==> src/rtl/i2c_cfg_pkg.sv <==
package i2c_cfg_pkg;
  typedef enum logic [2:0] {
    ST_IDLE,
    ST_ADDR,
    ST_AACK,
    ST_RX,
    ST_RACK,
    ST_TX,
    ST_TACK,
    ST_PARK
  } slv_state_t;
endpackage

==> src/rtl/i2c_cfg_sync.sv <==
module i2c_cfg_sync #(
  parameter int STAGES = 2
) (
  input  logic clk,
  input  logic rst_n,
  input  logic pin_i,
  output logic lvl_o,
  output logic prev_o
);
  logic [STAGES-1:0] chain_q;
  logic              prev_q;

  always_ff @(posedge clk or negedge rst_n) begin
    if (!rst_n) begin
      chain_q <= '1;
      prev_q  <= 1'b1;
    end else begin
      chain_q <= {chain_q[STAGES-2:0], pin_i};
      prev_q  <= chain_q[STAGES-1];
    end
  end

  assign lvl_o  = chain_q[STAGES-1];
  assign prev_o = prev_q;
endmodule

==> src/rtl/i2c_cfg_regs.sv <==
module i2c_cfg_regs #(
  parameter int NREG = 8,
  parameter int DW   = 8,
  localparam int PW  = $clog2(NREG)
) (
  input  logic             clk,
  input  logic             rst_n,
  input  logic             we,
  input  logic [PW-1:0]    waddr,
  input  logic [DW-1:0]    wdata,
  input  logic [PW-1:0]    raddr,
  output logic [DW-1:0]    rdata,
  output logic [NREG*DW-1:0] flat_o
);
  logic [DW-1:0] mem_q [NREG];

  generate
    for (genvar k = 0; k < NREG; k++) begin : g_reg
      logic hit;
      assign hit = we && (waddr == PW'(k));
      always_ff @(posedge clk or negedge rst_n) begin
        if (!rst_n) mem_q[k] <= '0;
        else if (hit) mem_q[k] <= wdata;
      end
      assign flat_o[k*DW +: DW] = mem_q[k];
    end
  endgenerate

  assign rdata = mem_q[raddr];

  // a write strobe lands the byte in the addressed register
  assert_write_lands_R4: assert property (@(posedge clk) disable iff (!rst_n)
    we |=> (mem_q[$past(waddr)] == $past(wdata)));
endmodule

==> src/rtl/i2c_cfg_ctrl.sv <==
module i2c_cfg_ctrl
  import i2c_cfg_pkg::*;
#(
  parameter logic [6:0] DEV_ADDR = 7'h2D,
  parameter int NREG = 8,
  parameter int DW   = 8,
  localparam int PW  = $clog2(NREG),
  localparam int CW  = $clog2(DW + 1)
) (
  input  logic          clk,
  input  logic          rst_n,
  input  logic          scl_lvl,
  input  logic          scl_prev,
  input  logic          sda_lvl,
  input  logic          sda_prev,
  input  logic [DW-1:0] rdata,
  output logic          sda_oe,
  output logic          we,
  output logic [PW-1:0] waddr,
  output logic [DW-1:0] wdata,
  output logic [PW-1:0] raddr
);
  localparam logic [CW-1:0] BITS_FULL = CW'(DW);
  localparam logic [CW-1:0] BITS_LAST = CW'(DW - 1);
  localparam logic [PW-1:0] PTR_LAST  = PW'(NREG - 1);

  slv_state_t    state_q, state_n;
  logic [CW-1:0] bitcnt_q, bitcnt_n;
  logic [DW-1:0] shreg_q, shreg_n;
  logic [PW-1:0] ptr_q, ptr_n;
  logic          rw_q, rw_n;
  logic          first_q, first_n;
  logic          mack_q, mack_n;
  logic          ptr_step;

  logic scl_rise, scl_fall, start_det, stop_det, addr_hit, addr_zero;
  assign scl_rise  =  scl_lvl && !scl_prev;
  assign scl_fall  = !scl_lvl &&  scl_prev;
  assign start_det =  scl_lvl &&  scl_prev && !sda_lvl &&  sda_prev;
  assign stop_det  =  scl_lvl &&  scl_prev &&  sda_lvl && !sda_prev;
  assign addr_zero = (shreg_q[7:1] == 7'd0);
  assign addr_hit  = (shreg_q[7:1] == DEV_ADDR) && !addr_zero;

  always_comb begin
    state_n  = state_q;
    bitcnt_n = bitcnt_q;
    shreg_n  = shreg_q;
    ptr_n    = ptr_q;
    rw_n     = rw_q;
    first_n  = first_q;
    mack_n   = mack_q;
    we       = 1'b0;
    ptr_step = 1'b0;
    if (stop_det) begin
      state_n = ST_IDLE;
    end else if (start_det) begin
      state_n  = ST_ADDR;
      bitcnt_n = '0;
    end else begin
      unique case (state_q)
        ST_ADDR, ST_RX: begin
          if (scl_rise && bitcnt_q != BITS_FULL) begin
            shreg_n  = {shreg_q[DW-2:0], sda_lvl};
            bitcnt_n = bitcnt_q + 1'b1;
          end else if (scl_fall && bitcnt_q == BITS_FULL) begin
            if (state_q == ST_ADDR) begin
              if (addr_hit) begin
                state_n = ST_AACK;
                rw_n    = shreg_q[0];
              end else begin
                state_n = ST_PARK;
              end
            end else begin
              state_n = ST_RACK;
              if (first_q) begin
                ptr_n   = shreg_q[PW-1:0];
                first_n = 1'b0;
              end else begin
                we       = 1'b1;
                ptr_step = 1'b1;
              end
            end
          end
        end
        ST_AACK: begin
          if (scl_fall) begin
            bitcnt_n = '0;
            if (rw_q) begin
              state_n = ST_TX;
              shreg_n = rdata;
            end else begin
              state_n = ST_RX;
              first_n = 1'b1;
            end
          end
        end
        ST_RACK: begin
          if (scl_fall) begin
            state_n  = ST_RX;
            bitcnt_n = '0;
          end
        end
        ST_TX: begin
          if (scl_fall) begin
            if (bitcnt_q == BITS_LAST) begin
              state_n  = ST_TACK;
              ptr_step = 1'b1;
            end else begin
              shreg_n  = {shreg_q[DW-2:0], 1'b0};
              bitcnt_n = bitcnt_q + 1'b1;
            end
          end
        end
        ST_TACK: begin
          if (scl_rise) mack_n = !sda_lvl;
          if (scl_fall) begin
            if (mack_q) begin
              state_n  = ST_TX;
              shreg_n  = rdata;
              bitcnt_n = '0;
            end else begin
              state_n = ST_PARK;
            end
          end
        end
        default: ;
      endcase
      if (ptr_step) ptr_n = (ptr_q == PTR_LAST) ? '0 : ptr_q + 1'b1;
    end
  end

  always_ff @(posedge clk or negedge rst_n) begin
    if (!rst_n) begin
      state_q  <= ST_IDLE;
      bitcnt_q <= '0;
      shreg_q  <= '0;
      ptr_q    <= '0;
      rw_q     <= 1'b0;
      first_q  <= 1'b0;
      mack_q   <= 1'b0;
    end else begin
      state_q  <= state_n;
      bitcnt_q <= bitcnt_n;
      shreg_q  <= shreg_n;
      ptr_q    <= ptr_n;
      rw_q     <= rw_n;
      first_q  <= first_n;
      mack_q   <= mack_n;
    end
  end

  assign sda_oe = (state_q == ST_AACK) || (state_q == ST_RACK) ||
                  ((state_q == ST_TX) && !shreg_q[DW-1]);
  assign waddr  = ptr_q;
  assign wdata  = shreg_q;
  assign raddr  = ptr_q;

  // a matching address is answered on the next cycle
  assert_ack_on_match_R2: assert property (@(posedge clk) disable iff (!rst_n)
    (state_q == ST_ADDR && scl_fall && bitcnt_q == BITS_FULL && addr_hit) |=> sda_oe);
  // the line enable never moves while the bus clock stays high
  assert_oe_steady_scl_high_R2: assert property (@(posedge clk) disable iff (!rst_n)
    (scl_lvl && scl_prev) |-> $stable(sda_oe));
  // broadcast address is left unanswered
  assert_no_gc_ack_R3: assert property (@(posedge clk) disable iff (!rst_n)
    (state_q == ST_ADDR && scl_fall && bitcnt_q == BITS_FULL && addr_zero) |=> !sda_oe);
  // pointer wraps from the last register to register 0
  assert_ptr_wrap_R5: assert property (@(posedge clk) disable iff (!rst_n)
    (ptr_step && ptr_q == PTR_LAST && !stop_det && !start_det) |=> (ptr_q == '0));
  // host NACK releases the line
  assert_nack_release_R7: assert property (@(posedge clk) disable iff (!rst_n)
    (state_q == ST_TACK && scl_fall && !mack_q && !stop_det && !start_det) |=> !sda_oe);
  // STOP leaves the line released and the slave idle
  assert_stop_idle_R8: assert property (@(posedge clk) disable iff (!rst_n)
    stop_det |=> (!sda_oe && state_q == ST_IDLE));
endmodule

==> src/rtl/i2c_cfg_slave.sv <==
module i2c_cfg_slave #(
  parameter logic [6:0] DEV_ADDR = 7'h2D,
  parameter int NREG    = 8,
  parameter int DW      = 8,
  parameter int SYNC_FF = 2,
  localparam int PW     = $clog2(NREG)
) (
  input  logic               clk,
  input  logic               rst_n,
  input  logic               scl_i,
  input  logic               sda_i,
  output logic               sda_oe_o,
  output logic [NREG*DW-1:0] cfg_regs_o
);
  logic [1:0] rst_pipe_q;
  logic       rst_int_n;

  always_ff @(posedge clk or negedge rst_n) begin
    if (!rst_n) rst_pipe_q <= 2'b00;
    else        rst_pipe_q <= {rst_pipe_q[0], 1'b1};
  end
  assign rst_int_n = rst_pipe_q[1];

  logic scl_lvl, scl_prev, sda_lvl, sda_prev;
  logic          we;
  logic [PW-1:0] waddr, raddr;
  logic [DW-1:0] wdata, rdata;

  i2c_cfg_sync #(.STAGES(SYNC_FF)) u_scl_sync (
    .clk(clk), .rst_n(rst_int_n), .pin_i(scl_i), .lvl_o(scl_lvl), .prev_o(scl_prev));
  i2c_cfg_sync #(.STAGES(SYNC_FF)) u_sda_sync (
    .clk(clk), .rst_n(rst_int_n), .pin_i(sda_i), .lvl_o(sda_lvl), .prev_o(sda_prev));

  i2c_cfg_ctrl #(.DEV_ADDR(DEV_ADDR), .NREG(NREG), .DW(DW)) u_ctrl (
    .clk(clk), .rst_n(rst_int_n),
    .scl_lvl(scl_lvl), .scl_prev(scl_prev), .sda_lvl(sda_lvl), .sda_prev(sda_prev),
    .rdata(rdata), .sda_oe(sda_oe_o), .we(we), .waddr(waddr), .wdata(wdata),
    .raddr(raddr));

  i2c_cfg_regs #(.NREG(NREG), .DW(DW)) u_regs (
    .clk(clk), .rst_n(rst_int_n), .we(we), .waddr(waddr), .wdata(wdata),
    .raddr(raddr), .rdata(rdata), .flat_o(cfg_regs_o));

  // the line is released while reset is held
  assert_reset_release_R1: assert property (@(posedge clk) !rst_int_n |-> !sda_oe_o);
endmodule

==> config.mk <==
export PLATFORM = sky130hd
export DESIGN_NAME = i2c_cfg_slave
export DESIGN_NICKNAME = d
export VERILOG_FILES = /design/src/rtl/i2c_cfg_pkg.sv /design/src/rtl/i2c_cfg_sync.sv /design/src/rtl/i2c_cfg_regs.sv /design/src/rtl/i2c_cfg_ctrl.sv /design/src/rtl/i2c_cfg_slave.sv
export SDC_FILE = /design/constraint.sdc
export NUM_CORES = 1
export LEC_CHECK = 0
export BUFFER_PORTS_ARGS = -buffer_cell sky130_fd_sc_hd__buf_2
export CORE_MARGIN = 1
export CORE_UTILIZATION = 60
export CTS_CLUSTER_SIZE = 12
export DETAILED_ROUTE_END_ITERATION = 7
export PLACE_DENSITY = 0.8
export SKIP_CTS_REPAIR_TIMING = 1
export SYNTH_ARGS = -nofsm -noshare
export SYNTH_HDL_FRONTEND = slang
export SYNTH_SLANG_ARGS = --single-unit
==> constraint.sdc <==
create_clock -name clk -period 4.3 [get_ports clk]
set_input_delay 0.215 -clock clk [delete_from_list [all_inputs] [get_ports clk]]
set_output_delay 0.215 -clock clk [all_outputs]
set_load 0.02 [all_outputs]
Word level (Yosys, flattened, before mapping) --
Cells that the tools add are included.
Cells by class: add/subtract/negate cells 2, magnitude comparators 1, eq/ne operators 43, mux-type cells 58, bitwise gates (word level) 4, reduce and logical (&&, ||, !) cells 45
Operators by type and width (count):
- 8-bit two-way mux | 9
- 3-bit two-way mux | 19
- 8-bit one-hot mux with 4 select lines | 1
- 4-bit two-way mux | 7
- 8-bit binary-select mux with 3-bit select | 1
- 4-bit by 1-bit != test with 1-bit output (second input constant) | 6
- 8-bit AND reduction | 3
- 3-bit == test (second input constant) | 7
- 1-bit logical AND | 19
- 1-bit two-way mux | 16
- 4-bit one-hot mux with 4 select lines | 1
- 3-bit by 1-bit != test with 1-bit output (second input constant) | 5
- 3-bit one-hot mux with 5 select lines | 1
- 2-bit by 1-bit != test with 1-bit output (second input constant) | 7
- 7-bit AND reduction | 2
- 3-bit by 2-bit == test with 1-bit output (second input constant) | 4
- 2-bit != test (second input constant) | 6
- 10-bit AND reduction | 1
- 2-bit nonzero test | 4
- 7-bit by 6-bit == test with 1-bit output (second input constant) | 1
- 7-bit logical NOT | 1
- 7-bit nonzero test | 1
- 3-bit by 1-bit == test with 1-bit output (second input constant) | 2
- 1-bit logical NOT | 6
- other kinds (18) | 23
Word-level totals: register bits 93, input port bits 4, output and inout bits 65, logic and storage cells 173

Depth between registers and ports, before layout --
depth in word-level cells 10, gate-level depth with buffers 7, mapped depth without buffers 7

Modules after synthesis --
A second synthesis with hierarchy kept.
Second synthesis, totals: cells, all modules 344, area total of the unflattened synthesis 4644.5 um^2
Modules (own cells, without submodules):
- i2c_cfg_regs | times used 1, cells each 172, area each 2992.9 um^2, sequential area each 1601.5 um^2
- i2c_cfg_ctrl | times used 1, cells each 163, area each 1440.1 um^2, sequential area each 525.5 um^2
- i2c_cfg_sync | times used 2, cells each 3, area each 78.8 um^2, sequential area each 78.8 um^2
- i2c_cfg_slave | times used 1, cells each 3, area each 53.8 um^2, sequential area each 50.0 um^2

Worst setup path after synthesis --
OpenSTA, ideal clock, no wires.
path type register to register, from register u_ctrl.bitcnt_q[0], to register u_ctrl.ptr_q[0], in the netlist u_ctrl.raddr[0], library setup time 0.126 ns, data arrival time 1.931 ns, data required time 4.174 ns, path slack 2.242 ns, stages on the path, launching flop included 8, buffers on the path 0, clock period less this slack 2.058 ns, cells stage by stage dfrtp_1 > inv_1 > ha_1 > nand3b_4 > or4_4 > a211oi_4 > nor2_1 > a311o_1
Between the ends: word-level cells in the longest chain between the ends 9, elaborated cells between the ends (all ways) 19, classes of those cells eq/ne (5); mux (8); reduce/logical (6)
RTL lines:
- from (decl) | line i2c_cfg_ctrl.sv:28 | logic [CW-1:0] bitcnt_q, bitcnt_n;
- from (signal assigned) | line i2c_cfg_ctrl.sv:143 | bitcnt_q <= bitcnt_n;
- 4-bit == test | line i2c_cfg_ctrl.sv:65 | end else if (scl_fall && bitcnt_q == BITS_FULL) begin
- 1-bit logical AND | line i2c_cfg_ctrl.sv:65
- 1-bit two-way mux | line i2c_cfg_ctrl.sv:65
- 1-bit two-way mux | line i2c_cfg_ctrl.sv:62 | if (scl_rise && bitcnt_q != BITS_FULL) begin
- 1-bit one-hot mux with 2 select lines | line i2c_cfg_ctrl.sv:60 | unique case (state_q)
- 1-bit two-way mux | line i2c_cfg_ctrl.sv:56 | end else if (start_det) begin
- 1-bit two-way mux | line i2c_cfg_ctrl.sv:54 | if (stop_det) begin
- 2-bit != test (no source line) or 2-bit nonzero test (tied branches)
- 7-bit AND reduction (no source line)
- to (signal assigned) | line i2c_cfg_ctrl.sv:145 | ptr_q <= ptr_n;
- to (decl) | line i2c_cfg_ctrl.sv:30 | logic [PW-1:0] ptr_q, ptr_n;
Several ways; a longest one is shown, not always the timed one. The select of a mux whose other input is x is not followed. A chain may end at the register's enable or synchronous reset.

Worst setup path in the final report --
from register u_ctrl.ptr_q[0], in the netlist u_ctrl.raddr[0], to register u_regs.mem_q, in the netlist u_regs.flat_o[62]
Between the ends: word-level cells in the longest chain between the ends 2
RTL lines:
- 3-bit == test | line i2c_cfg_regs.sv:20 | assign hit = we && (waddr == PW'(k));
- 1-bit logical AND | line i2c_cfg_regs.sv:20
- to (signal, indexed assignment) | line i2c_cfg_regs.sv:23 | else if (hit) mem_q[k] <= wdata;
- to (decl) | line i2c_cfg_regs.sv:15 | logic [DW-1:0] mem_q [NREG];
No other way between the ends.

==> results.md <==
- Status: finished clean
- Delay-heaviest family, CP: flip-flops
- H-tree levels: 3
- Clock buffer count from CTS: 9
- Syn nets: between 300 and 400
- Drt drc: 0
- Most frequent CP cell: ha_1
- VDD IR max: between 0.15 and 0.2 mV
- Synth area leaders: dfrtp_1 48%, mux2_2 16%, mux4_2 7.9%
- Grt ovf: 0
- Layout fillers: approximately 520
- Global-route wire length before repair: between 15000 and 20000 um
- # Max-Cap Violations: 0
- Top Ports: 69
- Die Y: 89.34 um
- Worst-Margin Slew: 1.180 ns
- Yosys top cell by area: dfrtp_1
- Via/cell ratio: about 6.2
- Cell Area, Synth: about 4600 um^2
- Syn Inst Count: about 360
- Tmin final: ~2.5 ns
- Syn avg cell area: 12.89 um^2
- Power density cells: between 300 and 400 nW/um^2
- Slowest-stage cell, CP: dfrtp_1
- Post-synth ARST share: 100.0%
- Clk slew on worst S/H paths: 0.09 ns
- Core footprint: 7331 um^2
- Most frequent cells in the layout: 86 x dfrtp_1, 68 x buf_2, 66 x mux2_2
- Die X: 89.34 um
- Final Setup Violations: 0
- Die Footprint: ~8000 um^2
- Startpoint types: flip-flop
- RSZ-0062 raised after global routing: false
- RD Place Congestion: approximately 0.95
- Fmax: between 300 and 400 MHz
- Synth Flop Type: dfrtp_1
- Clk sinks: 93
- Area Overhead vs Synth: 13.07%
- Initial antenna violation count: 0
- Area of the multi-input gates: 2111 um^2
- Total negative slack: 0 ns
- Ant diodes: 0
- Worst path max stage delay: roughly 1.1 ns
- # port buffers: between 60 and 70
- CP max FO: 20
- Most common cell after layout, fill and taps aside: dfrtp_1
- Yosys warnings: 0
- Post-Route WL: between 10000 and 15000 um
- Root buffer cell: clkbuf_8
- Tot GR Track Use: between 20% and 30%
- Largest net degree at the start of global routing: 48
- Final ANT Viol Nets: 0
- Net count, final: 431
- Util after Layout: between 70% and 80%
- Row count: 31
- Setup crit end kind: flip-flop
- Reg2Reg Setup Slack: 1.76 ns
- DP HPWL: 7187 um
- Slew Limit Headroom: a little over a fifth
- Final non-filler cell total: 523
- HP Class: primary input to async pin
- Max Transition Viols Final: 0
- P_leak: about 2.6 nW
- TritonRoute pass-1 iters: 4
- Critical path type: flip-flop to flip-flop
- Req. time, crit path: ~4.5 ns
- Yosys reg bits: 93
- Clock Skew: between 0.01 and 0.015 ns
- Final hold viol count: 0
- Cell chain of the critical path: ha_1 -> ha_1 -> nand2_1 -> mux2_2
- Sequential area share after synthesis: roughly half
- Critical path buffer and inverter count: 0
- Worst-skew pair later-pin latency: approximately 0.35 ns
- Placed cells: 504
- Fin crit share: between 50 and 60%
- Flip-flop and latch area: about 2300 um^2
- Worst path arrival time: 2.78 ns
- Distinct cell type count after synthesis: between 40 and 50
- Number of global-route vias before repair: 3168
- Initial DRC count: between 150 and 200
- CTS Buffer Depth: 2
- Share of cells above drive strength 1: 43.87%
- Routed via count: 3238
- WL/cell: around 20 um
- Post-synth top area share: between 40% and 50%
- Post-synth EDFFs: 0
- Initial Utilization: between 60 and 70%
- CTS tree: yes
-- layout make-up --
class,count,area share [%]
clock inverter,5,0.6528
inverter,11,0.7979
sequential,93,45.19
clock buffer,11,2.732
tap,99,2.394
timing repair buffer,73,7.447
multi-input combinational,231,40.79
-- stage by stage --
stage | instance area [um^2] | setup WS, ns | hold slack (ns) | power [mW]
floorplan | 4577 | 1.528 | -0.08059 | 1.126
global placement | 4970 | 1.782 | -0.0003930 | 1.163
detailed placement | 4970 | 1.707 | 0.006612 | 1.174
CTS | 5145 | 1.696 | -0.3782 | 1.693
global route | 5175 | 1.531 | 0.1811 | 1.756
finish | 5175 | 1.760 | 0.1612 | 1.688
-- state kept, by name, summed over array words and instances, names as in the netlist --
register            flops
rst_pipe_q              2
u_sda_sync.prev_o       1
u_ctrl.wdata            8
u_ctrl.raddr            3
u_scl_sync.prev_o       1
u_ctrl.bitcnt_q         4
u_sda_sync.chain_q      2
u_regs.flat_o          64
u_ctrl.mack_q           1
u_ctrl.rw_q             1
u_ctrl.state_q          3
u_scl_sync.chain_q      2
u_ctrl.first_q          1
-- path summary, 6_finish.rpt --
path	from	endpoint	cells past startpoint
setup / recovery	u_ctrl.raddr[0]	u_regs.flat_o[62]	4
hold / removal	rst_n	rst_pipe_q[1]	2
setup reg to reg	u_ctrl.raddr[0]	u_regs.flat_o[62]	4
hold reg to reg	rst_pipe_q[1]	u_regs.flat_o[32]	0
max in group asynchronous	rst_pipe_q[1]	u_regs.flat_o[58]	1
min in group clk	u_scl_sync.chain_q[0]	u_scl_sync.chain_q[1]	0
-- layer usage --
metal | GRT usage, % | up-vias | share of wire [%]
met2 | 46.08 | 137 | 49
met4 | 11.98 | 0 | 1.4
li1 | - | 1446 | -
met3 | 4.155 | 21 | 7.4
met5 | 0 | - | 0
met1 | 38.34 | 1634 | 42
-- where the power goes --
part | switching, mW | internal, mW
combinational | 0.0837 | 0.0662
sequential | 0.102 | 0.909
clock | 0.301 | 0.226
-- cells by family (layout without fill, tap and decap cells) --
group	Yosys count	after routing	synth area share, %
other	1	1	0.08193
buffers and inverters	31	100	2.870
AND/OR/NAND/NOR	84	84	10.17
multiplexers	91	91	26.24
adder cells (fa/ha/maj)	8	8	2.187
flip-flops	93	93	51.01
AO/OA/AOI/OAI	46	46	7.245
XOR/XNOR	1	1	0.1914
-- cell usage after synthesis, types with 2 or more instances --
cell and n:
nand2_1 15, dfrtp_1 87, nand4b_1 3, mux2_2 66
and2_1 2, o22ai_1 9, nand3b_1 2, a21oi_1 5
inv_1 11, o21ai_0 14, clkbuf_1 15, nor2b_1 3
mux4_2 16, nand3_1 15, buf_2 3, dfstp_2 6
nand4bb_1 2, nor3_1 6, mux2_1 6, mux2i_1 3
nand2_2 6, ha_1 8, nor3b_1 2, nor2_1 16
o211ai_1 5, nand2b_1 4, nor4_1 2, o31ai_1 2
-- worst reg2reg max path: cells and delay by family (launching register included) --
kind	cells	cell delay, ns
simple gates	1	0.35
fa+ha+maj	2	0.54
flops	1	1.13
mux	1	0.41
Note: power is estimated with default switching activity, not from simulation.
